File: config.mk
export PLATFORM = sky130hd
export DESIGN_NAME = shared_mbox
export DESIGN_NICKNAME = d
export VERILOG_FILES = /design/src/rtl/smb_pkg.sv /design/src/rtl/smb_slot.sv /design/src/rtl/smb_irq.sv /design/src/rtl/shared_mbox.sv
export SDC_FILE = /design/constraint.sdc
export NUM_CORES = 1
export LEC_CHECK = 0
export ABC_AREA = 1
export BUFFER_PORTS_ARGS = -buffer_cell sky130_fd_sc_hd__buf_2
export CAP_MARGIN = 25
export CORE_ASPECT_RATIO = 1.5
export CORE_UTILIZATION = 55
export DETAILED_ROUTE_END_ITERATION = 7
export PLACE_DENSITY = 0.75
export SYNTH_ARGS = -nofsm -noshare
export SYNTH_HDL_FRONTEND = slang
export SYNTH_SLANG_ARGS = --single-unit
export TNS_END_PERCENT = 10
File: constraint.sdc
create_clock -name clk -period 1.6 [get_ports clk]
set_input_delay 0.32 -clock clk [delete_from_list [all_inputs] [get_ports clk]]
set_output_delay 0.32 -clock clk [all_outputs]
set_load 0.1 [all_outputs]
File: src/rtl/smb_pkg.sv
package smb_pkg;
  localparam int unsigned SLOT_LG = 4;
  localparam logic [3:0] G_STAT   = 4'h0;
  localparam logic [3:0] G_MASK   = 4'h4;
  localparam logic [3:0] G_DIM    = 4'h8;
  localparam logic [3:0] OFF_WORD = 4'h0;
  localparam logic [3:0] OFF_FEN  = 4'h4;
  localparam logic [3:0] OFF_EEN  = 4'h8;

  typedef struct packed {
    logic        occ;
    logic [30:0] msg;
  } mbox_word_t;
endpackage

File: src/rtl/smb_slot.sv
module smb_slot
  import smb_pkg::*;
#(
  parameter bit LOCAL_EN = 1'b1
) (
  input  logic        clk,
  input  logic        rst,
  input  logic        we_word,
  input  logic        we_fen,
  input  logic        we_een,
  input  logic [31:0] wdata,
  output mbox_word_t  word,
  output logic        fen,
  output logic        een,
  output logic        st_vacant,
  output logic        st_occ
);
  mbox_word_t word_q;

  always_ff @(posedge clk) begin
    if (rst)          word_q <= '0;
    else if (we_word) word_q <= wdata;
  end

  generate
    if (LOCAL_EN) begin : g_local
      logic fen_q, een_q;
      always_ff @(posedge clk) begin
        if (rst) begin
          fen_q <= 1'b0;
          een_q <= 1'b0;
        end else begin
          if (we_fen) fen_q <= wdata[0];
          if (we_een) een_q <= wdata[0];
        end
      end
      assign fen = fen_q;
      assign een = een_q;
    end else begin : g_fixed
      assign fen = 1'b1;
      assign een = 1'b1;
    end
  endgenerate

  assign word      = word_q;
  assign st_vacant = !word_q.occ && een;
  assign st_occ    = word_q.occ && fen;
endmodule

File: src/rtl/smb_irq.sv
module smb_irq #(
  parameter int unsigned NUM_MB = 4
) (
  input  logic              clk,
  input  logic              rst,
  input  logic              mask_we,
  input  logic [31:0]       wdata,
  input  logic [NUM_MB-1:0] st_vacant,
  input  logic [NUM_MB-1:0] st_occ,
  output logic [31:0]       status,
  output logic [31:0]       mask,
  output logic              irq
);
  localparam logic [7:0]  IMPL     = 8'((9'd1 << NUM_MB) - 9'd1);
  localparam logic [31:0] MASK_WRB = {16'b0, IMPL, IMPL};

  logic [7:0]  vac_f, occ_f;
  logic [31:0] mask_q;

  always_comb begin
    vac_f = '0;
    occ_f = '0;
    vac_f[NUM_MB-1:0] = st_vacant;
    occ_f[NUM_MB-1:0] = st_occ;
  end

  always_ff @(posedge clk) begin
    if (rst)          mask_q <= '0;
    else if (mask_we) mask_q <= wdata & MASK_WRB;
  end

  assign status = {16'b0, occ_f, vac_f};
  assign mask   = mask_q;
  assign irq    = |(status & mask_q);
endmodule

File: src/rtl/shared_mbox.sv
module shared_mbox
  import smb_pkg::*;
#(
  parameter int unsigned NUM_MB       = 4,
  parameter int unsigned ADDR_W       = 8,
  parameter bit          LOCAL_EN     = 1'b1,
  parameter logic [15:0] OTHER_COUNTS = 16'h0120
) (
  input  logic              clk,
  input  logic              rst,
  input  logic              req_vld,
  input  logic              req_wr,
  input  logic [ADDR_W-1:0] req_addr,
  input  logic [31:0]       req_wdata,
  output logic              rsp_vld,
  output logic [31:0]       rsp_rdata,
  output logic              irq
);
  localparam int unsigned SEL_W   = ADDR_W - SLOT_LG;
  localparam logic [31:0] DIM_VAL = {12'b0, OTHER_COUNTS, 4'(NUM_MB)};

  logic [SEL_W-1:0] sel;
  logic [3:0]       off;
  logic             wr_go, rd_go;
  logic             mask_we;

  mbox_word_t        words [NUM_MB];
  logic [NUM_MB-1:0] fen_v, een_v, vac_v, occ_v;
  logic [31:0]       stat_w, mask_w;
  logic [31:0]       rd_val;
  logic              rsp_vld_q;
  logic [31:0]       rsp_rdata_q;

  assign sel     = req_addr[ADDR_W-1:SLOT_LG];
  assign off     = req_addr[SLOT_LG-1:0];
  assign wr_go   = req_vld && req_wr;
  assign rd_go   = req_vld && !req_wr;
  assign mask_we = wr_go && (sel == '0) && (off == G_MASK);

  generate
    for (genvar i = 0; i < NUM_MB; i++) begin : g_slot
      logic hit;
      assign hit = (sel == SEL_W'(i + 1));
      smb_slot #(.LOCAL_EN(LOCAL_EN)) u_slot (
        .clk      (clk),
        .rst      (rst),
        .we_word  (wr_go && hit && (off == OFF_WORD)),
        .we_fen   (wr_go && hit && (off == OFF_FEN)),
        .we_een   (wr_go && hit && (off == OFF_EEN)),
        .wdata    (req_wdata),
        .word     (words[i]),
        .fen      (fen_v[i]),
        .een      (een_v[i]),
        .st_vacant(vac_v[i]),
        .st_occ   (occ_v[i])
      );
    end
  endgenerate

  smb_irq #(.NUM_MB(NUM_MB)) u_irq (
    .clk      (clk),
    .rst      (rst),
    .mask_we  (mask_we),
    .wdata    (req_wdata),
    .st_vacant(vac_v),
    .st_occ   (occ_v),
    .status   (stat_w),
    .mask     (mask_w),
    .irq      (irq)
  );

  always_comb begin
    rd_val = '0;
    if (sel == '0) begin
      case (off)
        G_STAT:  rd_val = stat_w;
        G_MASK:  rd_val = mask_w;
        G_DIM:   rd_val = DIM_VAL;
        default: rd_val = '0;
      endcase
    end
    for (int i = 0; i < NUM_MB; i++) begin
      if (sel == SEL_W'(i + 1)) begin
        case (off)
          OFF_WORD: rd_val = words[i];
          OFF_FEN:  rd_val = {31'b0, fen_v[i]};
          OFF_EEN:  rd_val = {31'b0, een_v[i]};
          default:  rd_val = '0;
        endcase
      end
    end
  end

  always_ff @(posedge clk) begin
    if (rst) begin
      rsp_vld_q   <= 1'b0;
      rsp_rdata_q <= '0;
    end else begin
      rsp_vld_q <= rd_go;
      if (rd_go) rsp_rdata_q <= rd_val;
    end
  end

  assign rsp_vld   = rsp_vld_q;
  assign rsp_rdata = rsp_rdata_q;
endmodule

==> reports/results.tsv <==
metric	value	unit
status	finished, violations left	
violated checks	DRC, setup timing	
post-route clock skew	0.00930	ns
TNS Setup	-0.176	ns
crit path DAT	1.46	ns
fraction of registers with async set/reset	0	
sw frac	0.235	
First-pass DRT Iterations	8	
Num Clock Sinks	177	
ratio of cells with drive above 1 in the final layout	0.200	
pwr/cell area	985	nW/um^2
Final setup violation count	1	
clk buf depth	2	
cells after synthesis	1070	
I/O pins	78	
DR vias	7889	
FF-to-FF End	rsp_rdata[9]	
GRT Residual Overflow	0	
Post-synth EDFFs	0	
remaining antenna violation count	0	
Max Freq	0.563	GHz
Area growth syn-to-layout	23.7	%
largest area contributor in the netlist	dfxtp_1	
clock share of power	0.470	
Inserted Diodes	0	
syn_area_per_cell	7.12	sq um
Root Buffer	clkbuf_16	
Die Width	98.1	microns
CP max FO	2	
register area	3550	sq um
reg2reg start	g_slot[1].u_slot.word[31]	
Logic pwr share	0.055	
final setup margin	-0.176	ns
FP Rows	52	
Initial Util	0.563	
final hold violations	0	
Power Internal	7.11	mW
CTS tree	built	
Max IR drop VDD	0.768	mV
Hold EP	g_slot[3].u_slot.word[13]	
Clock Pin Slew Worst Setup and Hold Paths	0.07	ns
Avg WL per Cell	16.9	microns
mapped cell area	7620	sq um
final WL	22.7	mm
top_reg_cell synth	dfxtp_1	
die area	14300	sq um
Sw Pwr	2.18	mW
HP Start	req_wdata[13]	
Worst-Skew Late Latency	0.43	ns
Setup CP Type	flip-flop to output port	
RSZ-0062 raised after global routing	yes	
global-route wire length before repair	37.0	mm
gr usage total	0.324	
RePlAce Congestion	0.898	
worst hold path depth	3	
Detailed Place HPWL	14.8	mm
Yosys reg bits	177	
Critical Path End Type	output port	
reg2reg path depth	8	
initial antenna violation count	0	
largest net degree at the start of global routing	54	
Worst Max-Slew Pin Slew	0.497	ns
Mapped Nets	1114	
synth top area cells	dfxtp_1 47%, nand2_1 12%, nand3_1 8.4%	
Seq pwr share	0.475	
Multi-input gate area	3640	sq um
core area	13500	sq um
reg-to-reg setup timing slack	0.19	ns
Leak	3.62	nW
via/cell ratio	5.86	
1st-iter DRT viols	556	
Port Buffers	77	
H-tree Lvls	4	
Final nets	1216	
Req. time, crit path	1.28	ns
DRC	8	
Slew HR	0.671	
Tcrit/Tclk final	1.11	
Hold Crit Class	input pin to flip-flop	
die height	146	microns
Final Slew Violations	0	
Yosys Warn Count	0	
Yosys top cell area share	0.465	
post-synthesis sequential area ratio	0.465	
fin crit period	1.78	ns
number of global-route vias before repair	7560	
Fillers	1152	
CP Launch Type	flip-flop	
total CTS buffers	17	
Synth cell types	28	
pre-CTS worst setup slack	-0.109	ns
MaxCap Viol Count	0	
## Yosys cell counts, types with 2 or more instances
library cell  number
nor4_1             2
inv_2             12
nand4_1           29
clkbuf_1          37
a211oi_2           3
a21oi_1          106
dfxtp_1          177
nand2_1          246
nor2_1           154
nor3_1            69
a211oi_1           7
nand3_1          128
o22ai_1            2
inv_1             18
nand3_2            2
nand2_2            3
nor2_2             5
buf_4             11
buf_2             26
nor2_4             8
o21ai_0           14
a31oi_1            3
o21ai_1            3
## power groups by stage
stage / registers, mW / logic, mW / clock network [mW]
floorplan: 4.54 / 0.195 / 0
global placement: 4.51 / 0.497 / 0
detailed placement: 4.51 / 0.497 / 0
CTS: 4.41 / 0.501 / 4.39
global route: 4.41 / 0.537 / 4.59
finish: 4.41 / 0.510 / 4.37
## area by class of cell
type	instances	area share
clock buffers	19	0.0470
well taps	162	0.0215
inverters	31	0.0123
repair buffers	158	0.138
flip-flops and latches	177	0.376
multi-input cells	787	0.386
clock inverters	13	0.0187
## worst max-delay path, stage by stage, from the launching register on
cell	delay, ns
dfxtp_2	0.33
inv_2	0.05
nand2_2	0.07
o21ai_2	0.06
a31oi_2	0.19
o2111ai_4	0.14
buf_12	0.20
## routing by layer
layer  share of wire  vias up  global-route usage
met3           0.073       68              0.0555
met2            0.50      364               0.551
met4           0.036        0               0.163
met5               0        -                   0
met1            0.39     3682               0.390
li1                -     3775                   -
## logic make-up (layout without fill, tap and decap cells)
family | Yosys count | after routing | synth area share
flip-flops | 177 | 177 | 0.465
AO/OA/AOI/OAI | 141 | 141 | 0.100
AND/OR/NAND/NOR | 646 | 646 | 0.373
buffers and inverters | 106 | 221 | 0.0619
## metrics by stage
step                power (mW)  hold slack (ns)  instance area, sq um  std cells  utilization
detailed placement        5.01            0.451                  8760       1311        0.647
global route              9.54            0.172                  9430       1347        0.697
CTS                       9.30            0.172                  9430       1347        0.697
finish                    9.29            0.177                  9430       1347        0.697
global placement          5.01            0.447                  8760       1311        0.647
floorplan                 4.73            0.439                  7640       1070            -
## worst max-delay path by stage
stage / from / to / slack, ns
floorplan: g_slot[1].u_slot.word[31] / irq / 0.11
global placement: req_addr[1] / rsp_rdata[9] / -0.08
detailed placement: req_addr[7] / g_slot[1].u_slot.word[17] / -0.11
CTS: g_slot[1].u_slot.word[31] / irq / -0.20
global route: g_slot[1].u_slot.word[31] / irq / -0.22
finish: g_slot[1].u_slot.word[31] / irq / -0.18
## flip-flops by register name (all words and copies together) (netlist names)
register,flops
g_slot.u_slot.word,128
g_slot.u_slot.fen,4
u_irq.mask,8
rsp_rdata,32
rsp_vld,1
g_slot.u_slot.een,4
## repair_timing
item / 4_1_cts / 5_1_grt
pin swaps: 1 / 1
endpoints found under the hold margin: 0 / 0
setup endpoints to repair: 1 / 1
gates resized for setup: 10 / 4
buffers inserted: 4 / 0
hold buffers: 0 / 0
## cells in the final DEF, fill, tap and decap left out, types with 5 or more instances in the layout
cell	count
a211oi_1	7
a21oi_1	106
buf_12	24
buf_2	75
buf_4	59
clkbuf_16	17
clkinv_4	5
dfxtp_1	172
dfxtp_2	5
inv_1	14
inv_2	16
nand2_1	245
nand3_1	127
nand4_1	29
nor2_1	153
nor2_2	6
nor2_4	8
nor3_1	69
o21ai_0	13
Note: power is estimated with default switching activity, not from simulation.
